==> src/rtl/hb_pkg.sv <==
// Shared widths for the heartbeat generator and receiver.
// Assumes one clock domain; all widths are overridable per instance.
package hb_pkg;
    localparam int BC_W_DEF  = 12;  // bunch-crossing counter width
    localparam int ORB_W_DEF = 32;  // full orbit counter width
    localparam int HB_W_DEF  = 8;   // orbit bits carried by a heartbeat
    localparam int FRM_W_DEF = 16;  // frame-length register width
endpackage

==> src/rtl/hb_bc_orbit_cnt.sv <==
// Bunch-crossing / orbit counter pair with an optional realign load.
// Crossing count wraps after cfg_len-1 (lengths below 2 wrap every cycle).
// A load forces the crossing count to 0 and the orbit count to ld_orbit.
// orbit_nxt is the orbit value the next edge produces when no load occurs.
module hb_bc_orbit_cnt #(
    parameter int BC_W  = hb_pkg::BC_W_DEF,
    parameter int ORB_W = hb_pkg::ORB_W_DEF
) (
    input  logic             clk,
    input  logic             rst_n,
    input  logic [BC_W-1:0]  cfg_len,
    input  logic             ld_en,
    input  logic [ORB_W-1:0] ld_orbit,
    output logic [BC_W-1:0]  bc,
    output logic [ORB_W-1:0] orbit,
    output logic             orbit_end,
    output logic [ORB_W-1:0] orbit_nxt
);
    logic [BC_W:0] bc_inc;

    // Detect the last crossing of the orbit and the resulting orbit value.
    always_comb begin
        bc_inc    = {1'b0, bc} + 1'b1;
        orbit_end = (bc_inc >= {1'b0, cfg_len});
        orbit_nxt = orbit_end ? orbit + 1'b1 : orbit;
    end

    // Advance, wrap, or realign the counter pair.
    always_ff @(posedge clk) begin
        if (!rst_n) begin
            bc    <= '0;
            orbit <= '0;
        end else if (ld_en) begin
            bc    <= '0;
            orbit <= ld_orbit;
        end else begin
            bc    <= orbit_end ? '0 : bc_inc[BC_W-1:0];
            orbit <= orbit_nxt;
        end
    end

    AST_BC_WRAP: assert property (@(posedge clk) disable iff (!rst_n)
        (!ld_en && orbit_end) |=> (bc == '0 && orbit == $past(orbit) + 1'b1));
    AST_LOAD_REALIGN: assert property (@(posedge clk) disable iff (!rst_n)
        ld_en |=> (bc == '0 && orbit == $past(ld_orbit)));
endmodule

==> src/rtl/hb_frame_timer.sv <==
// Counts orbits within a time frame and emits the heartbeat marker.
// The frame length is latched at reset and at each boundary, so a
// register change applies from the next frame. Zero is treated as one.
// Assumes orbit_end/orbit_nxt come from the generator counter.
module hb_frame_timer #(
    parameter int ORB_W = hb_pkg::ORB_W_DEF,
    parameter int HB_W  = hb_pkg::HB_W_DEF,
    parameter int FRM_W = hb_pkg::FRM_W_DEF
) (
    input  logic             clk,
    input  logic             rst_n,
    input  logic [FRM_W-1:0] cfg_frame,
    input  logic             orbit_end,
    input  logic [ORB_W-1:0] orbit_nxt,
    output logic             hb_valid,
    output logic [HB_W-1:0]  hb_orbit
);
    logic [FRM_W-1:0] frame_cnt;
    logic [FRM_W-1:0] frame_len_q;
    logic [FRM_W-1:0] eff_len;
    logic             frame_last;

    // Clamp the requested length and detect the last orbit of the frame.
    always_comb begin
        eff_len    = (cfg_frame == '0) ? FRM_W'(1) : cfg_frame;
        frame_last = (({1'b0, frame_cnt} + 1'b1) >= {1'b0, frame_len_q});
    end

    // Track orbits in the frame and raise the marker at each boundary.
    always_ff @(posedge clk) begin
        if (!rst_n) begin
            frame_cnt   <= '0;
            frame_len_q <= eff_len;
            hb_valid    <= 1'b0;
            hb_orbit    <= '0;
        end else begin
            hb_valid <= 1'b0;
            hb_orbit <= '0;
            if (orbit_end) begin
                if (frame_last) begin
                    frame_cnt   <= '0;
                    frame_len_q <= eff_len;
                    hb_valid    <= 1'b1;
                    hb_orbit    <= orbit_nxt[HB_W-1:0];
                end else begin
                    frame_cnt <= frame_cnt + 1'b1;
                end
            end
        end
    end

    AST_FRAME_CNT_BOUND: assert property (@(posedge clk) disable iff (!rst_n)
        frame_cnt < frame_len_q);
endmodule

==> src/rtl/hb_fe_receiver.sv <==
// Front-end side: free-running counters realigned by each heartbeat.
// The received orbit byte is extended against the orbit the receiver
// predicted for the same edge (nearest value within +/-128 orbits).
// Assumes the heartbeat marks crossing zero of its orbit.
module hb_fe_receiver #(
    parameter int BC_W  = hb_pkg::BC_W_DEF,
    parameter int ORB_W = hb_pkg::ORB_W_DEF,
    parameter int HB_W  = hb_pkg::HB_W_DEF
) (
    input  logic             clk,
    input  logic             rst_n,
    input  logic [BC_W-1:0]  cfg_len,
    input  logic             link_valid,
    input  logic [HB_W-1:0]  link_orbit,
    output logic [BC_W-1:0]  rx_bc,
    output logic [ORB_W-1:0] rx_orbit,
    output logic             rx_resync,
    output logic             rx_mismatch
);
    localparam int EXT_W = ORB_W - HB_W;

    logic             rx_wrap;
    logic [ORB_W-1:0] pred;
    logic [HB_W-1:0]  diff;
    logic [ORB_W-1:0] ext_orbit;

    hb_bc_orbit_cnt #(.BC_W(BC_W), .ORB_W(ORB_W)) u_cnt (
        .clk       (clk),
        .rst_n     (rst_n),
        .cfg_len   (cfg_len),
        .ld_en     (link_valid),
        .ld_orbit  (ext_orbit),
        .bc        (rx_bc),
        .orbit     (rx_orbit),
        .orbit_end (rx_wrap),
        .orbit_nxt (pred)
    );

    // Extend the received byte to the full orbit nearest the prediction.
    always_comb begin
        diff      = link_orbit - pred[HB_W-1:0];
        ext_orbit = pred + {{EXT_W{diff[HB_W-1]}}, diff};
    end

    // Register the resync pulse and the mismatch flag.
    always_ff @(posedge clk) begin
        if (!rst_n) begin
            rx_resync   <= 1'b0;
            rx_mismatch <= 1'b0;
        end else begin
            rx_resync   <= link_valid;
            rx_mismatch <= link_valid && (diff != '0);
        end
    end

    AST_RESYNC_BC0: assert property (@(posedge clk) disable iff (!rst_n)
        rx_resync |-> (rx_bc == '0));
    AST_MISMATCH_ON_RESYNC: assert property (@(posedge clk) disable iff (!rst_n)
        rx_mismatch |-> rx_resync);
    AST_RX_FREE_WRAP: assert property (@(posedge clk) disable iff (!rst_n)
        (!link_valid && rx_wrap) |=> (rx_bc == '0 && !rx_resync));
endmodule

==> src/rtl/hb_frame_sync.sv <==
// Top: heartbeat generator (counters + frame timer) and front-end receiver.
// The receiver's link inputs are separate pins; tie them to hb_valid and
// hb_orbit for a direct link. Assumes cfg_orbit_len >= 2.
module hb_frame_sync #(
    parameter int BC_W  = hb_pkg::BC_W_DEF,
    parameter int ORB_W = hb_pkg::ORB_W_DEF,
    parameter int HB_W  = hb_pkg::HB_W_DEF,
    parameter int FRM_W = hb_pkg::FRM_W_DEF
) (
    input  logic             clk,
    input  logic             rst_n,
    input  logic [BC_W-1:0]  cfg_orbit_len,
    input  logic [FRM_W-1:0] cfg_frame_orbits,
    output logic [BC_W-1:0]  gen_bc,
    output logic [ORB_W-1:0] gen_orbit,
    output logic             hb_valid,
    output logic [HB_W-1:0]  hb_orbit,
    input  logic             link_hb_valid,
    input  logic [HB_W-1:0]  link_hb_orbit,
    output logic [BC_W-1:0]  rx_bc,
    output logic [ORB_W-1:0] rx_orbit,
    output logic             rx_resync,
    output logic             rx_mismatch
);
    logic             gen_end;
    logic [ORB_W-1:0] gen_nxt;

    hb_bc_orbit_cnt #(.BC_W(BC_W), .ORB_W(ORB_W)) u_gen_cnt (
        .clk       (clk),
        .rst_n     (rst_n),
        .cfg_len   (cfg_orbit_len),
        .ld_en     (1'b0),
        .ld_orbit  ({ORB_W{1'b0}}),
        .bc        (gen_bc),
        .orbit     (gen_orbit),
        .orbit_end (gen_end),
        .orbit_nxt (gen_nxt)
    );

    hb_frame_timer #(.ORB_W(ORB_W), .HB_W(HB_W), .FRM_W(FRM_W)) u_timer (
        .clk       (clk),
        .rst_n     (rst_n),
        .cfg_frame (cfg_frame_orbits),
        .orbit_end (gen_end),
        .orbit_nxt (gen_nxt),
        .hb_valid  (hb_valid),
        .hb_orbit  (hb_orbit)
    );

    hb_fe_receiver #(.BC_W(BC_W), .ORB_W(ORB_W), .HB_W(HB_W)) u_rx (
        .clk         (clk),
        .rst_n       (rst_n),
        .cfg_len     (cfg_orbit_len),
        .link_valid  (link_hb_valid),
        .link_orbit  (link_hb_orbit),
        .rx_bc       (rx_bc),
        .rx_orbit    (rx_orbit),
        .rx_resync   (rx_resync),
        .rx_mismatch (rx_mismatch)
    );

    AST_HB_AT_BC0: assert property (@(posedge clk) disable iff (!rst_n)
        hb_valid |-> (gen_bc == '0));
    AST_HB_ONE_CYCLE: assert property (@(posedge clk) disable iff (!rst_n)
        (hb_valid && cfg_orbit_len >= BC_W'(2)) |=> !hb_valid);
    AST_HB_ORBIT_BYTE: assert property (@(posedge clk) disable iff (!rst_n)
        hb_valid |-> (hb_orbit == gen_orbit[HB_W-1:0]));
    AST_HB_QUIET_BYTE: assert property (@(posedge clk) disable iff (!rst_n)
        !hb_valid |-> (hb_orbit == '0));
endmodule

==> config.mk <==
export PLATFORM = sky130hd
export DESIGN_NAME = hb_frame_sync
export DESIGN_NICKNAME = d
export VERILOG_FILES = /design/src/rtl/hb_pkg.sv /design/src/rtl/hb_bc_orbit_cnt.sv /design/src/rtl/hb_frame_timer.sv /design/src/rtl/hb_fe_receiver.sv /design/src/rtl/hb_frame_sync.sv
export SDC_FILE = /design/constraint.sdc
export NUM_CORES = 1
export LEC_CHECK = 0
export BUFFER_PORTS_ARGS = -buffer_cell sky130_fd_sc_hd__buf_2
export CAP_MARGIN = 10
export CORE_MARGIN = 2
export CORE_UTILIZATION = 64
export DETAILED_ROUTE_END_ITERATION = 6
export PLACE_DENSITY = 0.87
export SYNTH_ARGS = -nofsm -noshare
export SYNTH_HDL_FRONTEND = slang
export SYNTH_HIERARCHICAL = 1
export SYNTH_SLANG_ARGS = --single-unit
==> constraint.sdc <==
create_clock -name clk -period 12 [get_ports clk]
set_clock_uncertainty 0.05 [all_clocks]
set_input_delay 0.6 -clock clk [delete_from_list [all_inputs] [get_ports clk]]
set_output_delay 0.6 -clock clk [all_outputs]
set_load 0.03 [all_outputs]
# == Word level (Yosys, flattened, before mapping) ==
# Cells that the tools add are included.
# classes
n_addsub,8
order_cmp,3
eq_ne,2
mux,9
bitwise,1
reduce_logical,8
# op_table
cell,count
$mux 16,5
$add 32x1->32 const B,2
$mux 32,2
$add 32x32->32,1
$add 12x1->13 const B,2
$ge 13x12->1,2
$add 16x1->17 const B,1
$ge 17x16->1,1
$add 16x1->16 const B,1
$logic_not 16->1,1
$mux 8,1
$reduce_bool 8->1,1
$sub 8x8->8,1
$ne 2x1->1 const B,2
$reduce_and 2->1,2
$reduce_and 3->1,1
$reduce_or 3->1,1
$reduce_or 2->1,1
$logic_and 1x1->1,1
$mux 1,1
$not 1->1,1
# totals
regBits,131
inputBits,39
out_inout_bits,99
wordCells,42

# == Longest topological paths before layout ==
# Gate-level depths: netlist of run 1.
# depth
depth_word,6
depth_mapped,30
ltp_nobuf,28

# == By module ==
# The synthesis of run 1 kept the hierarchy.
# modules_own_cells
mod,instances,cells_each,area_per_inst_um2,seq_area_each_um2
hb_bc_orbit_cnt at u_gen_cnt,1,338,2975.4,880.8
hb_bc_orbit_cnt at u_rx.u_cnt,1,328,2781.4,880.8
hb_fe_receiver,1,314,2234.6,40.0
hb_frame_timer,1,217,2180.8,980.9
hb_frame_sync,1,1,3.8,0.0

# == Worst setup path after synthesis of run 1 ==
# No wires, ideal clock.
# synth_path
path_kind,reg-to-reg
startpoint,reg u_rx.u_cnt.bc[2]
endpoint,reg u_rx.u_cnt.orbit[19]
setup_ns,0.115
arrival_ns,7.385
required_time_ns,11.835
path_slack_ns,4.449
path_stages_with_launch,29
n_path_buf,2
period_less_slack_ns,7.551
path_cell_list,dfxtp_1 -> and3_1 -> and3_1 -> nand2_1 -> or3_1 -> xnor2_1 -> ha_1 -> nand3_1 -> o21bai_1 -> o221a_4 -> and2_4 -> buf_6 -> or3_1 -> nand2_1 -> inv_1 -> ha_1 -> and3_1 -> a211oi_2 -> a21oi_1 -> xnor2_1 -> ha_1 -> clkbuf_1 -> a21o_1 -> a31oi_1 -> a21oi_1 -> or4_1 -> and4_1 -> o21ai_0 -> o21ba_2
# synth_between
elab_chain_len,6
# synth_lines
element,line,text
"start, declared",hb_bc_orbit_cnt.sv:14,"output logic [BC_W-1:0] bc,"
"start signal, assigned",hb_bc_orbit_cnt.sv:37,bc <= orbit_end ? '0 : bc_inc[BC_W-1:0];
$add 12x1->13 (*),hb_bc_orbit_cnt.sv:23,"bc_inc = {1'b0, bc} + 1'b1;"
via u_rx.u_cnt.bc_inc[9],hb_bc_orbit_cnt.sv:19,logic [BC_W:0] bc_inc;
$ge 13x12->1 (*),hb_bc_orbit_cnt.sv:24,"orbit_end = (bc_inc >= {1'b0, cfg_len});"
$mux 32 (*),hb_bc_orbit_cnt.sv:25,orbit_nxt = orbit_end ? orbit + 1'b1 : orbit;
via u_rx.pred[3],hb_fe_receiver.sv:23,logic [ORB_W-1:0] pred;
$sub 8x8->8,hb_fe_receiver.sv:41,diff = link_orbit - pred[HB_W-1:0];
$add 32x32->32 (*),hb_fe_receiver.sv:42,"ext_orbit = pred + {{EXT_W{diff[HB_W-1]}}, diff};"
via u_rx.ext_orbit[19],hb_fe_receiver.sv:25,logic [ORB_W-1:0] ext_orbit;
$mux 32 (*),hb_bc_orbit_cnt.sv:33,end else if (ld_en) begin
"end signal, assigned",hb_bc_orbit_cnt.sv:35,orbit <= ld_orbit;
"end signal, assigned",hb_bc_orbit_cnt.sv:38,orbit <= orbit_nxt;
"end, declared",hb_bc_orbit_cnt.sv:15,"output logic [ORB_W-1:0] orbit,"
# Mark *: on every way through the listed nets, which the timed path passes. The rest lies on a longest branch.
# A chain may end at the register's enable or synchronous reset.

# == Final worst setup path of run 1 ==
# layout_path
startpoint,reg u_rx.u_cnt.bc[2]
endpoint,reg u_rx.u_cnt.orbit[27]
# The elaborated chain is that of the path after synthesis.

==> results of run 1 <==
per-layer routing:
layer	wire, um	part of all wire	global-route usage
met1	11420	0.42	0.3901
met2	13070	0.48	0.5460
met3	1792	0.066	0.05658
met4	971	0.036	0.1436
met5	0	0	0
final timing paths:
kind	end	startpoint	slack [ns]
hold reg to reg	u_timer/frame_cnt[7]	u_timer/frame_cnt[7]	0.44
setup / recovery	u_rx/u_cnt/orbit[27]	u_rx/u_cnt/bc[2]	4.82
setup reg to reg	u_rx/u_cnt/orbit[27]	u_rx/u_cnt/bc[2]	4.82
hold / removal	u_timer/frame_len_q[9]	cfg_frame_orbits[9]	0.32
cell usage in the layout, fill, tap and decap left out, drive strengths merged, types with 27 or more instances in the layout:
cell type / instances
nand2: 76
dfxtp: 115
o21ba: 53
conb: 34
nand3: 51
a21oi: 65
nor2b: 27
inv: 79
a31oi: 28
nand4: 44
nor2: 47
xor2: 73
o21ai: 85
ha: 86
buf: 144
xnor2: 45
cell type report:
cell class | instances | share of cell area
flip-flops and latches | 131 | 0.2417
multi-input cells | 954 | 0.5977
well taps | 216 | 0.02348
inverters | 75 | 0.02446
clock buffers | 18 | 0.03728
clock inverters | 14 | 0.01120
repair buffers | 144 | 0.06413
per-stage QoR:
step / power [mW] / worst slack [ns]
after floorplan: 1.808 / 4.449
after global placement: 2.162 / 5.181
after detailed placement: 2.171 / 5.001
after CTS: 2.676 / 4.977
after global routing: 2.892 / 4.534
final: 2.722 / 4.824
state kept, by name, summed over array words and instances, names as in the netlist:
name / cells
u_gen_cnt/orbit: 32
u_rx/u_cnt/orbit: 32
u_timer/frame_cnt: 16
u_timer/frame_len_q: 16
u_gen_cnt/bc: 12
u_rx/u_cnt/bc: 12
u_timer/hb_orbit: 8
u_rx/rx_mismatch: 1
u_rx/rx_resync: 1
u_timer/hb_valid: 1
power groups by stage:
stage	clock network, mW	logic [mW]	registers, mW
floorplan	0	1.16	0.653
global placement	0	1.58	0.583
detailed placement	0	1.59	0.582
CTS	0.500	1.60	0.573
global route	0.520	1.79	0.582
finish	0.498	1.65	0.575
==> impl_metrics.ini, run 1 <==
[worst_hold_path]
hold_path_depth = 1
hold_class = in -> reg

[clock_tree]
ctsHoldBuffers = 0
clkTransAtPathRegs_ns = 0.06
cts_buffer_depth = 2
htreeDepth = 4
cts.sinks = 131
post-cts-setup-buffers = 0
cts_root_buf = clkbuf_16
cts_tree = built
cts_inserted_buffers = 17
cts_resized = 0
clock_latency_ns = 0.42

[run]
max_cap_violations = 0

[final_layout]
multi_input_area_um2 = 6880
n_antenna_cell = 0
fin_area_um2 = 11510
final_nets = 1450
drive_gt1_frac = 0.1871
syn2layout_area_growth_pct = 13.47
stdcell_count = 1552
final_core_util = 0.7326
fillers = 1162
seq_area_um2 = 2783

[sta]
hold_viol_final = 0
worst_pin_slew_ns = 1.102
whs_ns = 0.3188
drv_slew = 0
fmax_mhz = 139.4
period_share = 0.5980
rsz0062_at_grt = no
setup_viol = 0
tns_ns = 0
slew_headroom = 0.2644
period_minus_slack_ns = 7.176

[drt]
wl_per_cell_um = 17.56
routed_via_density = 6.168
drc = 0
drt.antenna.violating_nets = 0
drt_wl_total_um = 27260
vias = 9573
drt_pass1_iterations = 7
drt_iter0_drc = 925

[worst_setup_path]
slowest_stage = a2111oi_0
start_kind = flop
path_depth = 28
critPathTopFamily = compound AO/OA/AOI/OAI gates
worstRegToRegCells = 28
worstPathRequired_ns = 12.32
crit_fanout = 28
max_stage_delay_ns = 0.74
path_class = reg -> reg
critPathArrivalTime_ns = 7.49
critical_path_buf_inv_count = 2
setup.worst_path.end_class = flop

[global_route]
grt_max_degree = 75
grt_usage = 0.3182
grt_pass1_vias = 8973
antenna_found_initial = 0
grt_pass1_wl_um = 43280
grt.overflow.total = 0

[synthesis]
synthCells = 1193
syn_area_um2 = 10140
syn_avg_cell_area_um2 = 8.504
ys_warn_count = 6

[placement]
hpwl_um = 19690
dp.cells = 1520
gp_congestion = 0.9599
place_area_um2 = 10950
port_buffers = 137

[pwr]
clock_power_share = 0.183
p_switching_mw = 1.288
swShare = 0.4731
vdd_ir_drop_max_mv = 0.2946
p_leak_nw = 5.364
power_density_nw_per_um2 = 236.4
seqPwrFrac = 0.211
internal-power_mw = 1.434
combPwrFrac = 0.606

[floorplanning]
die_y_um = 129.9
rows = 46
io_pins = 138
die_w_um = 129.9
initial_core_util = 0.6456
core_um2 = 15710
dieArea_um2 = 16870

[run_status]
outcome = finished, final reports clean
Power figures use the tool's default switching activity.
==> run 2, diff against run 1 <==
--- a/config.mk
+++ b/config.mk
@@ -8,9 +8,9 @@
 export BUFFER_PORTS_ARGS = -buffer_cell sky130_fd_sc_hd__buf_2
 export CAP_MARGIN = 10
 export CORE_MARGIN = 2
-export CORE_UTILIZATION = 64
+export CORE_UTILIZATION = 54
 export DETAILED_ROUTE_END_ITERATION = 6
-export PLACE_DENSITY = 0.87
+export PLACE_DENSITY = 0.79
 export SYNTH_ARGS = -nofsm -noshare
 export SYNTH_HDL_FRONTEND = slang
 export SYNTH_HIERARCHICAL = 1
==> constraint.sdc (replaced) <==
create_clock -name clk -period 6.12 [get_ports clk]
set_clock_uncertainty 0.05 [all_clocks]
set_input_delay 0.306 -clock clk [delete_from_list [all_inputs] [get_ports clk]]
set_output_delay 0.306 -clock clk [all_outputs]
set_load 0.03 [all_outputs]
==> impl_metrics.ini, run 2 (synthesized netlist as in run 1, its figures left out) <==
[run_status]
outcome = finished with violations
violations = negative setup slack

[placement]
port_buffers = 137
hpwl_um = 20380
pre_cts_ws_ns = -0.1235
gp_congestion = 0.9571
place_area_um2 = 11630
dp.cells = 1612

[worst_setup_path]
crit_fanout = 8
worstPathRequired_ns = 6.40
crit_top_cell = and3_4
setup.worst_path.end_class = flop
start_kind = flop
slowest_stage = or3_4
critPathArrivalTime_ns = 6.56
rr_startpoint = u_rx/u_cnt/bc[2]
worstReg2RegEnd = u_rx/u_cnt/orbit[31]
path_class = reg -> reg
r2r_setup_slack_ns = -0.16
max_stage_delay_ns = 0.39
worstRegToRegCells = 30

[clock_tree]
cts_inserted_buffers = 17
ctsHoldBuffers = 0
htreeDepth = 4
cts_root_buf = clkbuf_16
clkTransAtPathRegs_ns = 0.07
cts_tree = built
clock_latency_ns = 0.43
cts_buffer_depth = 2
cts.sinks = 131

[floorplanning]
core_um2 = 18580
initial_core_util = 0.5460
die_y_um = 141.1
dieArea_um2 = 19900
die_w_um = 141.1
io_pins = 138
rows = 50

[sta]
whs_ns = 0.01544
period_share = 1.026
setup_slack_ns = -0.1595
worst_pin_slew_ns = 1.098
setup_viol = 12
slew_headroom = 0.2671
rsz0062_at_grt = yes
hold_viol_final = 0
drv_slew = 0
fmax_mhz = 159.2
period_minus_slack_ns = 6.280

[global_route]
grt_busiest_layer = met2
use_met2 = 0.4913
grt_pass1_vias = 9449
globalRouteMet3Util = 0.03499
grt.overflow.total = 0
grt_max_degree = 75
antenna_found_initial = 0
grt_usage = 0.2799
grtUsageMet1 = 0.3515
grt_pass1_wl_um = 45620

[run]
max_cap_violations = 0

[drt]
vias = 10260
drt_wl_total_um = 31030
drc = 0
wl_per_cell_um = 18.67
routed_via_density = 6.171
drt.antenna.violating_nets = 0
drt_pass1_iterations = 5
drt_iter0_drc = 932

[final_layout]
largestRegisters = u_gen_cnt/orbit (32), u_rx/u_cnt/orbit (32)
n_antenna_cell = 0
final_cell_mix = 137 x buf_2, 110 x dfxtp_1, 89 x buf_4
mostFrequentLayoutCell = buf_2
drive_gt1_frac = 0.3165
final_nets = 1542
syn2layout_area_growth_pct = 28.21
fin_area_um2 = 13010
stdcell_count = 1662

[worst_hold_path]
hold_class = in -> reg
hold_path_depth = 1
worstHoldEndpoint = u_timer/frame_len_q[8]
hp-start = cfg_frame_orbits[8]

[pwr]
power.total_mw = 7.045
p_leak_nw = 5.937
power_density_nw_per_um2 = 541.6
vdd_ir_drop_max_mv = 0.4707
-- run 2: stage by stage --
step / setup TNS, ns / util
6_report: -1.163 / 0.7000
5_1_grt: -4.092 / 0.7000
4_1_cts: -0.3240 / 0.6613
3_5_place_dp: -0.5412 / 0.6262
3_3_place_gp: -0.06012 / 0.6262
2_1_floorplan: -0.9172 / -
-- run 2: what timing repair did --
action / in CTS / in global routing
pin swaps: 7 / 54
buffers inserted: 2 / 17
gates resized for setup: 13 / 120
endpoints found under the setup margin: 10 / 20
-- run 2: worst max path at each step --
stage	start	to	depth (start not counted)
detailed placement	u_rx/u_cnt/bc[2]	u_rx/u_cnt/orbit[19]	28
global placement	u_rx/u_cnt/bc[2]	u_rx/u_cnt/orbit[19]	28
global route	u_rx/u_cnt/bc[4]	u_rx/u_cnt/orbit[29]	30
CTS	u_rx/u_cnt/bc[2]	u_rx/u_cnt/orbit[19]	30
floorplan	u_rx/u_cnt/bc[2]	u_rx/u_cnt/orbit[28]	28
finish	u_rx/u_cnt/bc[2]	u_rx/u_cnt/orbit[31]	30
-- run 2: cell type report --
cell class              instances  area (um^2)
clock buffers                  17        425.4
clock inverters                15        146.4
fillers                      1319         5574
inverters                      75        281.5
multi-input cells             954         7580
flip-flops and latches        131         2796
well taps                     234        292.8
repair buffers                236         1484
-- run 2: worst max-delay path, delay by kind of cell, from the launching register on --
family                     cells  cell delay [ns]
AOI/OAI and AO/OA              8             1.95
xor gates and xnor gates       3             0.45
adders and majority gates      3             0.79
buffers and inverters          5             0.66
DFF                            1             0.34
and+or+nand+nor               11             1.94
-- run 2: power breakdown --
group	switching, mW	internal (mW)
registers	0.142	0.979
logic	2.65	2.26
clock network	0.448	0.570
-- run 2: metal layers --
metal,up-vias,wire length [um]
met4,0,1177
met5,-,0
met3,120,2409
li1,4757,-
met2,577,15270
met1,4802,12180
==> run 3, diff against run 2 <==
--- a/config.mk
+++ b/config.mk
@@ -6,11 +6,12 @@
 export NUM_CORES = 1
 export LEC_CHECK = 0
 export BUFFER_PORTS_ARGS = -buffer_cell sky130_fd_sc_hd__buf_2
-export CAP_MARGIN = 10
+export CELL_PAD_IN_SITES_DETAIL_PLACEMENT = 1
+export CELL_PAD_IN_SITES_GLOBAL_PLACEMENT = 1
 export CORE_MARGIN = 2
-export CORE_UTILIZATION = 54
+export CORE_UTILIZATION = 40
 export DETAILED_ROUTE_END_ITERATION = 6
-export PLACE_DENSITY = 0.79
+export PLACE_DENSITY_LB_ADDON = 0.1
 export SYNTH_ARGS = -nofsm -noshare
 export SYNTH_HDL_FRONTEND = slang
 export SYNTH_HIERARCHICAL = 1
==> impl_metrics.ini, run 3 (synthesized netlist as in run 1, its figures left out) <==
[final_layout]
syn2layout_area_growth_pct = 35.47
final_core_util = 0.5489
drive_gt1_frac = 0.3433
final_nets = 1588
final_cell_mix = 137 x buf_2, 125 x buf_4, 110 x dfxtp_1
mostFrequentLayoutCell = buf_2
n_antenna_cell = 0
fin_area_um2 = 13740
largestRegisters = u_gen_cnt/orbit (32), u_rx/u_cnt/orbit (32)

[floorplanning]
dieArea_um2 = 26650
core_um2 = 25040
die_w_um = 163.3
rows = 58
die_y_um = 163.3
initial_core_util = 0.4052
io_pins = 138

[worst_setup_path]
worstPathRequired_ns = 6.42
start_kind = flop
path_class = reg -> reg
critPathArrivalTime_ns = 6.66
max_stage_delay_ns = 0.52
slowest_stage = or4_1
crit_fanout = 8
setup.worst_path.end_class = flop

[clock_tree]
cts.sinks = 131
clkTransAtPathRegs_ns = 0.08
htreeDepth = 4
cts_inserted_buffers = 17
clock_latency_ns = 0.45
cts_root_buf = clkbuf_16
cts_buffer_depth = 2
cts_tree = built

[sta]
rsz0062_at_grt = yes
setup_viol = 13
drv_slew = 0
period_minus_slack_ns = 6.366
tns_ns = -1.233
setup_slack_ns = -0.2458
worst_pin_slew_ns = 0.9943
slew_headroom = 0.3372
period_share = 1.040
hold_viol_final = 0
fmax_mhz = 157.1

[run_status]
violations = negative setup slack
outcome = finished with violations

[pwr]
vdd_ir_drop_max_mv = 0.4393
power.total_mw = 8.036
p_leak_nw = 6.199
power_density_nw_per_um2 = 584.8

[placement]
place_area_um2 = 11840
hpwl_um = 24440
port_buffers = 137
pre_cts_ws_ns = -0.1814
gp_congestion = 0.8961

[drt]
drt_wl_total_um = 37360
vias = 10260
wl_per_cell_um = 20.71
drt.antenna.violating_nets = 0
drt_iter0_drc = 614
drt_pass1_iterations = 5
drc = 0
routed_via_density = 5.688

[worst_hold_path]
hold_class = in -> reg

[global_route]
grt_pass1_wl_um = 53370
grt.overflow.total = 0
grt_usage = 0.2496
grt_max_degree = 49
grt_pass1_vias = 10130
antenna_found_initial = 0

[run]
max_cap_violations = 0
[run 3: report_power, final]
part	internal [mW]	switching, mW
logic	2.78	3.09
clock network	0.580	0.472
registers	0.979	0.140
[run 3: through the flow]
stage	std cells	hold slack, ns
after detailed placement	1719	0.4287
after CTS	1767	0.001536
after floorplan	1226	0.3737
after global routing	1804	-0.004779
after global placement	1719	0.4096
final	1804	0.01068
[run 3: final cells by class]
type,count,area [um^2]
Clock buffer,17,425.4
Clock inverter,15,166.4
Fill cell,2949,11290
Inverter,75,281.5
Multi-Input combinational cell,954,7791
Sequential cell,131,2796
Tap cell,330,412.9
Timing Repair Buffer,282,1869
[run 3: final timing paths]
path	endpoint	startpoint	depth (start not counted)	slack, ns
setup / recovery	u_rx/u_cnt/orbit[19]	u_rx/u_cnt/bc[4]	29	-0.25
hold reg to reg	u_timer/frame_cnt[7]	u_timer/frame_cnt[7]	1	0.44
setup reg to reg	u_rx/u_cnt/orbit[19]	u_rx/u_cnt/bc[4]	29	-0.25
hold / removal	u_timer/frame_len_q[7]	cfg_frame_orbits[7]	1	0.01
[run 3: routing by layer]
metal  global-route usage  share of wire
met4              0.05913          0.020
met3              0.03123          0.032
met5                    0              0
met2               0.4453           0.52
met1               0.3190           0.43
[run 3: worst max-delay path, delay by kind of cell, from the launching register on]
kind	cells	cell delay (ns)
and+or+nand+nor	11	2.51
AOI/OAI and AO/OA	10	1.81
adders and majority gates	3	0.80
xor gates and xnor gates	2	0.39
DFF	1	0.35
buffers and inverters	3	0.34
[run 3: repair_timing]
action,CTS,global route
endpoints found under the setup margin,17,23
setup buffers,8,34
cloned,0,2
pin swaps,11,57
hold buffers,8,1
endpoints found under the hold margin,8,1
gates resized for setup,23,146
